`src/rtl/rmii_rx_pkg.sv`:
```
package rmii_rx_pkg;
  typedef enum logic [1:0] {
    ST_IDLE = 2'd0,
    ST_DATA = 2'd1,
    ST_ERR  = 2'd2
  } rx_state_e;

  localparam logic [1:0] DIB_QUIET = 2'b00;
  localparam logic [1:0] DIB_START = 2'b01;
  localparam logic [1:0] DIB_ERR   = 2'b10;
endpackage

```
`src/rtl/rmii_rx_pace.sv`:
```
module rmii_rx_pace #(
  parameter int unsigned DIV_SLOW = 10
) (
  input  logic clk_i,
  input  logic rst_ni,
  input  logic active_i,
  input  logic speed_10_i,
  output logic slot_end_o,
  output logic phase_o
);
  localparam int unsigned CW = $clog2(DIV_SLOW);
  localparam logic [CW-1:0] LAST_SLOW = CW'(DIV_SLOW - 1);

  logic          slow_q;
  logic [CW-1:0] cnt_q;
  logic          phase_q;
  logic [CW-1:0] last;

  assign last       = slow_q ? LAST_SLOW : '0;
  assign slot_end_o = active_i && (cnt_q == last);
  assign phase_o    = phase_q;

  // speed latch: open only while idle
  always_ff @(posedge clk_i or negedge rst_ni) begin
    if (!rst_ni)        slow_q <= 1'b0;
    else if (!active_i) slow_q <= speed_10_i;
  end

  always_ff @(posedge clk_i or negedge rst_ni) begin
    if (!rst_ni) begin
      cnt_q   <= '0;
      phase_q <= 1'b0;
    end else if (!active_i) begin
      cnt_q   <= '0;
      phase_q <= 1'b0;
    end else if (slot_end_o) begin
      cnt_q   <= '0;
      phase_q <= ~phase_q;
    end else begin
      cnt_q   <= cnt_q + CW'(1);
    end
  end

  p_speed_frozen_r6: assert property (@(posedge clk_i) disable iff (!rst_ni)
    active_i |=> $stable(slow_q));
  p_cnt_bound_r5: assert property (@(posedge clk_i) disable iff (!rst_ni)
    cnt_q <= LAST_SLOW);
  p_fast_every_cycle_r4: assert property (@(posedge clk_i) disable iff (!rst_ni)
    (active_i && !slow_q) |-> slot_end_o);
endmodule

```
`src/rtl/rmii_rx_shift.sv`:
```
module rmii_rx_shift #(
  parameter int unsigned DATA_W = 8
) (
  input  logic              clk_i,
  input  logic              rst_ni,
  input  logic              clr_i,
  input  logic              adv_i,
  input  logic              fifo_empty_i,
  input  logic [DATA_W-1:0] fifo_data_i,
  output logic              fifo_rd_o,
  output logic              avail_o,
  output logic [1:0]        dibit_o
);
  localparam int unsigned NDIB = DATA_W / 2;
  localparam int unsigned RW   = $clog2(NDIB + 1);

  logic [DATA_W-1:0] sh_q;
  logic [RW-1:0]     rem_q;
  logic              held;

  assign held      = (rem_q != '0);
  assign avail_o   = held || !fifo_empty_i;
  assign dibit_o   = held ? sh_q[1:0] : fifo_data_i[1:0];
  assign fifo_rd_o = adv_i && !held && !fifo_empty_i;

  always_ff @(posedge clk_i or negedge rst_ni) begin
    if (!rst_ni) begin
      sh_q  <= '0;
      rem_q <= '0;
    end else if (clr_i) begin
      rem_q <= '0;
    end else if (adv_i) begin
      if (held) begin
        sh_q  <= sh_q >> 2;
        rem_q <= rem_q - RW'(1);
      end else if (!fifo_empty_i) begin
        sh_q  <= fifo_data_i >> 2;
        rem_q <= RW'(NDIB - 1);
      end
    end
  end

  p_adv_has_data_r3: assert property (@(posedge clk_i) disable iff (!rst_ni)
    adv_i |-> avail_o);
  p_rem_bound_r3: assert property (@(posedge clk_i) disable iff (!rst_ni)
    rem_q <= RW'(NDIB - 1));
  p_pop_starts_byte_r3: assert property (@(posedge clk_i) disable iff (!rst_ni)
    (fifo_rd_o && !clr_i) |=> (rem_q == RW'(NDIB - 1)));
endmodule

```
`src/rtl/rmii_rx_seq.sv`:
```
module rmii_rx_seq
  import rmii_rx_pkg::*;
(
  input  logic       clk_i,
  input  logic       rst_ni,
  input  logic       carrier_i,
  input  logic       false_carrier_i,
  input  logic       symbol_err_i,
  input  logic       slot_end_i,
  input  logic       phase_i,
  input  logic       avail_i,
  input  logic [1:0] dibit_i,
  output logic       adv_o,
  output logic       active_o,
  output logic       clr_o,
  output logic [1:0] rxd_o,
  output logic       crs_dv_o
);
  rx_state_e  state_q, state_d;
  logic [1:0] rxd_q, rxd_d;
  logic       crs_q, crs_d;
  logic       lost_q, lost_d;
  logic       lost_now;

  assign lost_now = lost_q || !carrier_i;

  always_comb begin
    state_d = state_q;
    rxd_d   = rxd_q;
    crs_d   = crs_q;
    lost_d  = lost_q;
    adv_o   = 1'b0;
    unique case (state_q)
      ST_IDLE: begin
        rxd_d  = DIB_QUIET;
        crs_d  = 1'b0;
        lost_d = 1'b0;
        if (carrier_i) begin
          crs_d = 1'b1;
          if (false_carrier_i || symbol_err_i) begin
            state_d = ST_ERR;
            rxd_d   = DIB_ERR;
          end else begin
            state_d = ST_DATA;
            rxd_d   = DIB_START;
          end
        end
      end
      ST_DATA: begin
        if (slot_end_i) begin
          lost_d = lost_now;
          if (!lost_now && symbol_err_i) begin
            state_d = ST_ERR;
            rxd_d   = DIB_ERR;
            crs_d   = 1'b1;
          end else if (avail_i) begin
            adv_o = 1'b1;
            rxd_d = dibit_i;
            // after carrier loss: high only on the second slot of a pair
            crs_d = !lost_now || !phase_i;
          end else if (lost_now) begin
            state_d = ST_IDLE;
            rxd_d   = DIB_QUIET;
            crs_d   = 1'b0;
          end else begin
            rxd_d = DIB_QUIET;
            crs_d = 1'b1;
          end
        end
      end
      ST_ERR: begin
        if (slot_end_i && !carrier_i) begin
          state_d = ST_IDLE;
          rxd_d   = DIB_QUIET;
          crs_d   = 1'b0;
        end
      end
      default: begin
        state_d = ST_IDLE;
        rxd_d   = DIB_QUIET;
        crs_d   = 1'b0;
      end
    endcase
  end

  always_ff @(posedge clk_i or negedge rst_ni) begin
    if (!rst_ni) begin
      state_q <= ST_IDLE;
      rxd_q   <= DIB_QUIET;
      crs_q   <= 1'b0;
      lost_q  <= 1'b0;
    end else begin
      state_q <= state_d;
      rxd_q   <= rxd_d;
      crs_q   <= crs_d;
      lost_q  <= lost_d;
    end
  end

  assign active_o = (state_q != ST_IDLE);
  assign clr_o    = (state_q != ST_DATA);
  assign rxd_o    = rxd_q;
  assign crs_dv_o = crs_q;

  p_idle_quiet_r1: assert property (@(posedge clk_i) disable iff (!rst_ni)
    (state_q == ST_IDLE) |-> (rxd_q == DIB_QUIET && !crs_q));
  p_start_marker_r2: assert property (@(posedge clk_i) disable iff (!rst_ni)
    (state_q == ST_IDLE && carrier_i && !false_carrier_i && !symbol_err_i)
      |=> (rxd_q == DIB_START && crs_q));
  p_carrier_valid_r9: assert property (@(posedge clk_i) disable iff (!rst_ni)
    (state_q == ST_DATA && !lost_q) |-> crs_q);
  p_drain_first_low_r7: assert property (@(posedge clk_i) disable iff (!rst_ni)
    (state_q == ST_DATA && lost_q && slot_end_i && avail_i && phase_i) |=> !crs_q);
  p_err_code_r10: assert property (@(posedge clk_i) disable iff (!rst_ni)
    (state_q == ST_ERR) |-> (rxd_q == DIB_ERR && crs_q));
  p_err_no_pop_r11: assert property (@(posedge clk_i) disable iff (!rst_ni)
    (state_q == ST_ERR) |-> !adv_o);
endmodule

```
`src/rtl/rmii_rx_fmt.sv`:
```
module rmii_rx_fmt #(
  parameter int unsigned DATA_W   = 8,
  parameter int unsigned DIV_SLOW = 10
) (
  input  logic              clk_i,
  input  logic              rst_ni,
  input  logic              speed_10_i,
  input  logic              carrier_i,
  input  logic              false_carrier_i,
  input  logic              symbol_err_i,
  input  logic              fifo_empty_i,
  input  logic [DATA_W-1:0] fifo_data_i,
  output logic              fifo_rd_o,
  output logic [1:0]        rxd_o,
  output logic              crs_dv_o
);
  logic       slot_end, phase, active, clr, adv, avail;
  logic [1:0] dibit;

  rmii_rx_pace #(.DIV_SLOW(DIV_SLOW)) u_pace (
    .clk_i      (clk_i),
    .rst_ni     (rst_ni),
    .active_i   (active),
    .speed_10_i (speed_10_i),
    .slot_end_o (slot_end),
    .phase_o    (phase)
  );

  rmii_rx_shift #(.DATA_W(DATA_W)) u_shift (
    .clk_i        (clk_i),
    .rst_ni       (rst_ni),
    .clr_i        (clr),
    .adv_i        (adv),
    .fifo_empty_i (fifo_empty_i),
    .fifo_data_i  (fifo_data_i),
    .fifo_rd_o    (fifo_rd_o),
    .avail_o      (avail),
    .dibit_o      (dibit)
  );

  rmii_rx_seq u_seq (
    .clk_i           (clk_i),
    .rst_ni          (rst_ni),
    .carrier_i       (carrier_i),
    .false_carrier_i (false_carrier_i),
    .symbol_err_i    (symbol_err_i),
    .slot_end_i      (slot_end),
    .phase_i         (phase),
    .avail_i         (avail),
    .dibit_i         (dibit),
    .adv_o           (adv),
    .active_o        (active),
    .clr_o           (clr),
    .rxd_o           (rxd_o),
    .crs_dv_o        (crs_dv_o)
  );

  p_idle_no_pop_r1: assert property (@(posedge clk_i) disable iff (!rst_ni)
    !active |-> !fifo_rd_o);
endmodule

```
`config.mk`:
```
export PLATFORM = sky130hd
export DESIGN_NAME = rmii_rx_fmt
export DESIGN_NICKNAME = d
export VERILOG_FILES = /design/src/rtl/rmii_rx_pkg.sv /design/src/rtl/rmii_rx_pace.sv /design/src/rtl/rmii_rx_shift.sv /design/src/rtl/rmii_rx_seq.sv /design/src/rtl/rmii_rx_fmt.sv
export SDC_FILE = /design/constraint.sdc
export NUM_CORES = 1
export LEC_CHECK = 0
export BUFFER_PORTS_ARGS = -buffer_cell sky130_fd_sc_hd__buf_2
export CORE_MARGIN = 10
export CORE_UTILIZATION = 50
export DETAILED_ROUTE_END_ITERATION = 12
export GPL_TIMING_DRIVEN = 1
export PLACE_DENSITY = 0.72
export SLEW_MARGIN = 30
export SYNTH_ARGS = -nofsm -noshare
export SYNTH_HDL_FRONTEND = slang
export SYNTH_SLANG_ARGS = --single-unit
```
`constraint.sdc`:
```
create_clock -name clk_i -period 1.75 [get_ports clk_i]
set_input_delay 0.0875 -clock clk_i [delete_from_list [all_inputs] [get_ports clk_i]]
set_output_delay 0.0875 -clock clk_i [all_outputs]
set_load 0.02 [all_outputs]
```
# Word level (Yosys, flattened, before mapping)
# Index checks and enable logic that the tools add are counted.
# word_totals
reg_bits	23
in_bits	15
out_inout_bits	4
wordCells	87
# classes
n_addsub	2
eq_ne	12
n_mux	38
n_bitwise	2
reduce_logical	24
# op_table
operator	count
$mux W2	12
$mux W8	2
$mux W1	13
$mux W3	4
$mux W4	3
$pmux W2 S3	2
$ne A2 B1 Y1 const B	5
$ne A3 B1 Y1 const B	2
$reduce_and A2 Y1	3
$reduce_bool A2 Y1	3
$logic_and A1 B1 Y1	5
$logic_not A1 Y1	5
$reduce_and A5 Y1	1
$add A4 B1 Y4 const B	1
$eq A4 B4 Y1	1
$logic_or A1 B1 Y1	4
$ne A3 B2 Y1 const B	1
$pmux W1 S3	1
$reduce_and A3 Y1	1
$reduce_bool A3 Y1	1
$sub A3 B1 Y3 const B	1
$eq A2 B1 Y1 const B	1
$eq A2 B2 Y1 const B	1
$logic_not A2 Y1	1
other kinds (3)	4

# Depth between registers and ports, before layout
# logic_depth
depth_word	9
mapped_depth	8
ltp_nobuf	7

# Modules after synthesis
# A second synthesis with hierarchy kept.
# hier_totals
hier_cells	111
hier_area_um2	1247.4
# modules_own_cells
mod	instances	cells_per_inst	area_each_um2	seq_area_each_um2
rmii_rx_shift	1	46	554.3	225.2
rmii_rx_seq	1	43	401.6	150.1
rmii_rx_pace	1	22	291.5	150.1

# Least setup slack after synthesis
# OpenSTA, ideal clock, no wires.
# synth_timing
kind	reg-to-output
start	register u_pace.cnt_q[0]
end	output fifo_rd_o
arrival_time_ns	1.640
required_time_ns	1.662
path_slack_ns	0.022
path_stages_with_launch	5
path_buffers	1
path_cell_list	dfrtp_1 > nor3_2 > o21ai_4 > buf_2 > nor4_1
# synth_between
elab_chain_cells	6
# synth_rtl
item	line_no	rtl
from (decl)	rmii_rx_pace.sv:15	logic [CW-1:0] cnt_q;
from (signal assigned)	rmii_rx_pace.sv:40	cnt_q <= cnt_q + CW'(1);
$eq A4 B4 Y1	rmii_rx_pace.sv:20	assign slot_end_o = active_i && (cnt_q == last);
$logic_and A1 B1 Y1	rmii_rx_pace.sv:20	
$mux W1	rmii_rx_seq.sv:50	if (slot_end_i) begin
$mux W1	rmii_rx_seq.sv:33	unique case (state_q)
$logic_and A1 B1 Y1 (2 in series)	rmii_rx_shift.sv:24	assign fifo_rd_o = adv_i && !held && !fifo_empty_i;
to (decl)	rmii_rx_fmt.sv:13	output logic fifo_rd_o,
# No other way between the ends.

# Final worst setup path
# layout_timing
start	register u_shift.rem_q[0]
end	output fifo_rd_o
# layout_between
elab_chain_cells	8
word_cells_on_any_way	9
cone_classes	mux: 4; reduce/logical: 5
# layout_rtl
item	line_no	rtl
from (decl)	rmii_rx_shift.sv:18	logic [RW-1:0] rem_q;
from (signal assigned)	rmii_rx_shift.sv:35	rem_q <= rem_q - RW'(1);
from (signal assigned)	rmii_rx_shift.sv:38	rem_q <= RW'(NDIB - 1);
$reduce_bool A3 Y1 *	rmii_rx_shift.sv:21	assign held = (rem_q != '0);
$logic_or A1 B1 Y1	rmii_rx_shift.sv:22	assign avail_o = held || !fifo_empty_i;
$mux W1	rmii_rx_seq.sv:56	end else if (avail_i) begin
$mux W1	rmii_rx_seq.sv:52	if (!lost_now && symbol_err_i) begin
$mux W1	rmii_rx_seq.sv:50	
$mux W1	rmii_rx_seq.sv:33	
$logic_and A1 B1 Y1 * (2 in series)	rmii_rx_shift.sv:24	
# Mark *: on every way between the ends. The rest lies on a longest branch, timed or not.

==> flow_summary.json <==
{
  "grt_pass1_wl_um": 4120,
  "stdcell_area_mm2": 0.00143,
  "cts_max_path_buffers": 2,
  "routabilityCongestion": 0.793,
  "drive_above_1_share": 0.280,
  "tightestPinTransition_ns": 0.475,
  "die_h_um": 68.0,
  "cts_root_buf": "clkbuf_4",
  "wl_per_cell_um": 13.3,
  "slew_violations": 0,
  "run_status": "finished clean",
  "critPathBufInv": 2,
  "place_area_mm2": 0.00128,
  "core_area_mm2": 0.00221,
  "ys_seq_area_frac": 0.456,
  "synth_edf_count": 0,
  "grt.overflow.total": 0,
  "dr.pass1.iters": 4,
  "slowest_stage": "dfrtp_1",
  "crit_path_max_incr_delay_ns": 0.40,
  "vdd_drop_max_mv": 0.932,
  "r2r-start": "u_pace.cnt_q[0]",
  "rows": 17,
  "syn_nets": 148,
  "arrival_ns": 1.57,
  "numCtsBuffers": 3,
  "synth_compound_area_frac": 0.184,
  "cp.depth": 6,
  "via_per_inst": 5.30,
  "max_cap_viol_count": 0,
  "synth_area_per_cell_um2": 8.87,
  "vias": 980,
  "synthSimpleGateAreaFrac": 0.230,
  "synth-async-reset-ratio": 1.00,
  "static-leakage-power_uw": 0.000639,
  "total_power_uw": 2020,
  "skew_ns": 0.00870,
  "netlist_instances": 130,
  "die_w_um": 68.0,
  "path_max_fanout": 4,
  "synthMuxAreaShare": 0.0195,
  "hold_violations": 0,
  "route.detailed.drc": 0,
  "dp_hpwl_um": 1820,
  "worstSetupEndpoint": "fifo_rd_o",
  "dieArea_mm2": 0.00463,
  "antenna_found_initial": 0,
  "htree_levels": 1,
  "grtUsageTotal": 0.113,
  "finalSetupViolations": 0,
  "period_share": 0.948,
  "start_util": 0.521,
  "synth.ff_latch_count": 21,
  "io_buffers": 18,
  "synth_top_family_by_area": "simple AND/OR/NAND/NOR gates",
  "worstPathCellList": "inv_2 > ha_4 > nand3b_1 > nand2_2 > nor4_4 > buf_4",
  "yosysUniqueCellTypes": 38,
  "ff2ff_path_depth": 6,
  "grt_max_degree": 22,
  "clkTransAtPathRegs_ns": 0.12,
  "timing.reg2reg.setup_slack_ns": 0.15,
  "final_net_count": 176,
  "period_minus_slack_ns": 1.66,
  "grt_pass1_vias": 979,
  "synth_xor_area_frac": 0.0228,
  "yosys_warnings": 0,
  "netlist_area_mm2": 0.00115,
  "required_ns": 1.66,
  "clock-sinks": 21,
  "r2r-end": "u_seq.rxd_o[0]",
  "worstSetupPathType": "register to output pin",
  "drt-total-wl_um": 2470,
  "crit_start": "u_shift.rem_q[0]",
  "synthFlopType": "dfrtp_1",
  "clock.fmax_mhz": 603,
  "start_kind": "register",
  "final_util": 0.647,
  "ant_nets": 0,
  "hold_class": "input port to register",
  "cts_tree": "yes",
  "cp-end-kind": "output pin",
  "clk_latency_ns": 0.30,
  "syn2layout_area_growth_pct": 24.1,
  "p_per_area_mw_per_mm2": 1410,
  "pin_count": 19,
  "slew_headroom": 0.683,
  "synthAdderAreaFrac": 0.0325,
  "rsz0062_at_grt": "true",
  "antenna_cells": 0,
  "drt_iter0_markers": 63,
  "cp_top_family": "simple AND/OR/NAND/NOR gates"
}
==> state kept, by name, summed over array words and instances (netlist names) <==
register and count:
u_pace.slow_q 1, u_shift.sh_q 6, u_seq.lost_q 1, u_pace.phase_o 1
u_pace.cnt_q 4, u_seq.rxd_o 2, u_shift.rem_q 3, u_seq.state_q 2
u_seq.crs_dv_o 1
==> cell usage in the layout, fill, tap and decap left out, types with 3 or more instances in the layout <==
| master | count |
|---|---|
| buf_2 | 17 |
| nand3_1 | 4 |
| buf_4 | 11 |
| inv_1 | 7 |
| dfrtp_1 | 20 |
| clkbuf_4 | 3 |
| o21ai_1 | 6 |
| nand2_1 | 8 |
| a21oi_1 | 12 |
| nor2_1 | 21 |
| nand3b_1 | 3 |
| a31oi_1 | 4 |
==> worst min-delay path: cells and delay by family <==
family	cells	cell delay (ns)
compound gates	1	0.07
simple gates	1	0.05
buf+inv	1	0.07
==> area by class of cell <==
class | count | area [um2]
Tap cell | 28 | 35.0
Multi-Input combinational cell | 94 | 614
Clock inverter | 1 | 5.00
Inverter | 8 | 30.0
Sequential cell | 21 | 527
Timing Repair Buffer | 30 | 198
Fill cell | 195 | 781
Clock buffer | 3 | 22.5
==> stage by stage <==
step                      hold WS (ns)  TNS [ns]  std cells  setup WS [ns]
final                           0.0216         0        185         0.0909
after global routing            0.0156   -0.0263        185        -0.0263
after CTS                       0.0107         0        179         0.0183
after detailed placement        0.0714  -0.00245        174       -0.00245
after global placement          0.0695         0        174         0.0772
after floorplan                 -0.208         0        130         0.0220
==> synth_stat cells (2+ instances only) <==
| cell | count | share of area |
|---|---|---|
| buf_2 | 3 | 0.013 |
| nor3_2 | 2 | 0.017 |
| a21oi_1 | 12 | 0.052 |
| clkbuf_1 | 3 | 0.0098 |
| dfrtp_1 | 21 | 0.46 |
| a211oi_1 | 2 | 0.013 |
| nand3b_1 | 3 | 0.020 |
| a31oi_1 | 4 | 0.022 |
| o21a_1 | 2 | 0.013 |
| nand2_1 | 9 | 0.029 |
| nand2b_1 | 2 | 0.011 |
| inv_1 | 8 | 0.026 |
| o21ai_1 | 6 | 0.026 |
| nor3_1 | 2 | 0.0087 |
| nor2_1 | 21 | 0.068 |
| nand3_1 | 4 | 0.017 |
| ha_1 | 3 | 0.033 |
| xnor2_1 | 2 | 0.015 |
| nor2b_1 | 2 | 0.011 |
==> repair_timing <==
item	in CTS	in global routing
hold endpoints to repair	21	0
hold buffers	1	0
resized for setup	6	5
setup endpoints to repair	3	9
buffers inserted	0	6
pin swaps	1	6
==> worst min-delay path by stage <==
| stage | from | to | slack, ns | cells after the start |
|---|---|---|---|---|
| 3_5_place_dp | rst_ni | u_seq.rxd_o[0] | 0.07 | 1 |
| 4_1_cts | fifo_data_i[6] | u_shift.sh_q[4] | 0.01 | 3 |
| 3_3_place_gp | rst_ni | u_seq.state_q[0] | 0.07 | 1 |
| 5_1_grt | speed_10_i | u_pace.slow_q | 0.02 | 2 |
| 6_report | fifo_data_i[6] | u_shift.sh_q[4] | 0.02 | 3 |
| 2_1_floorplan | rst_ni | u_pace.cnt_q[0] | -0.21 | 0 |
==> report_power, final <==
part / total [uW] / switching (uW) / internal [uW]
sequential: 768 / 113 / 655
clock: 225 / 140 / 85.0
combinational: 1030 / 561 / 468
total: 2020 / 814 / 1210
==> metal layers <==
layer	up-vias	global-route usage	part of all wire
li1	501	-	-
met1	461	0.130	0.44
met2	16	0.198	0.51
met3	2	0.0245	0.040
met4	0	0.0452	0.0077
met5	-	0	0
==> cells by family (layout without fill, tap and decap cells) <==
logic type	after synthesis	in the layout
XOR/XNOR	3	3
adder cells (fa/ha/maj)	3	3
buffers and inverters	15	42
AO/OA/AOI/OAI	34	34
multiplexers	2	2
flip-flops	21	21
AND/OR/NAND/NOR	52	52
(Power assumes the default switching activity.)
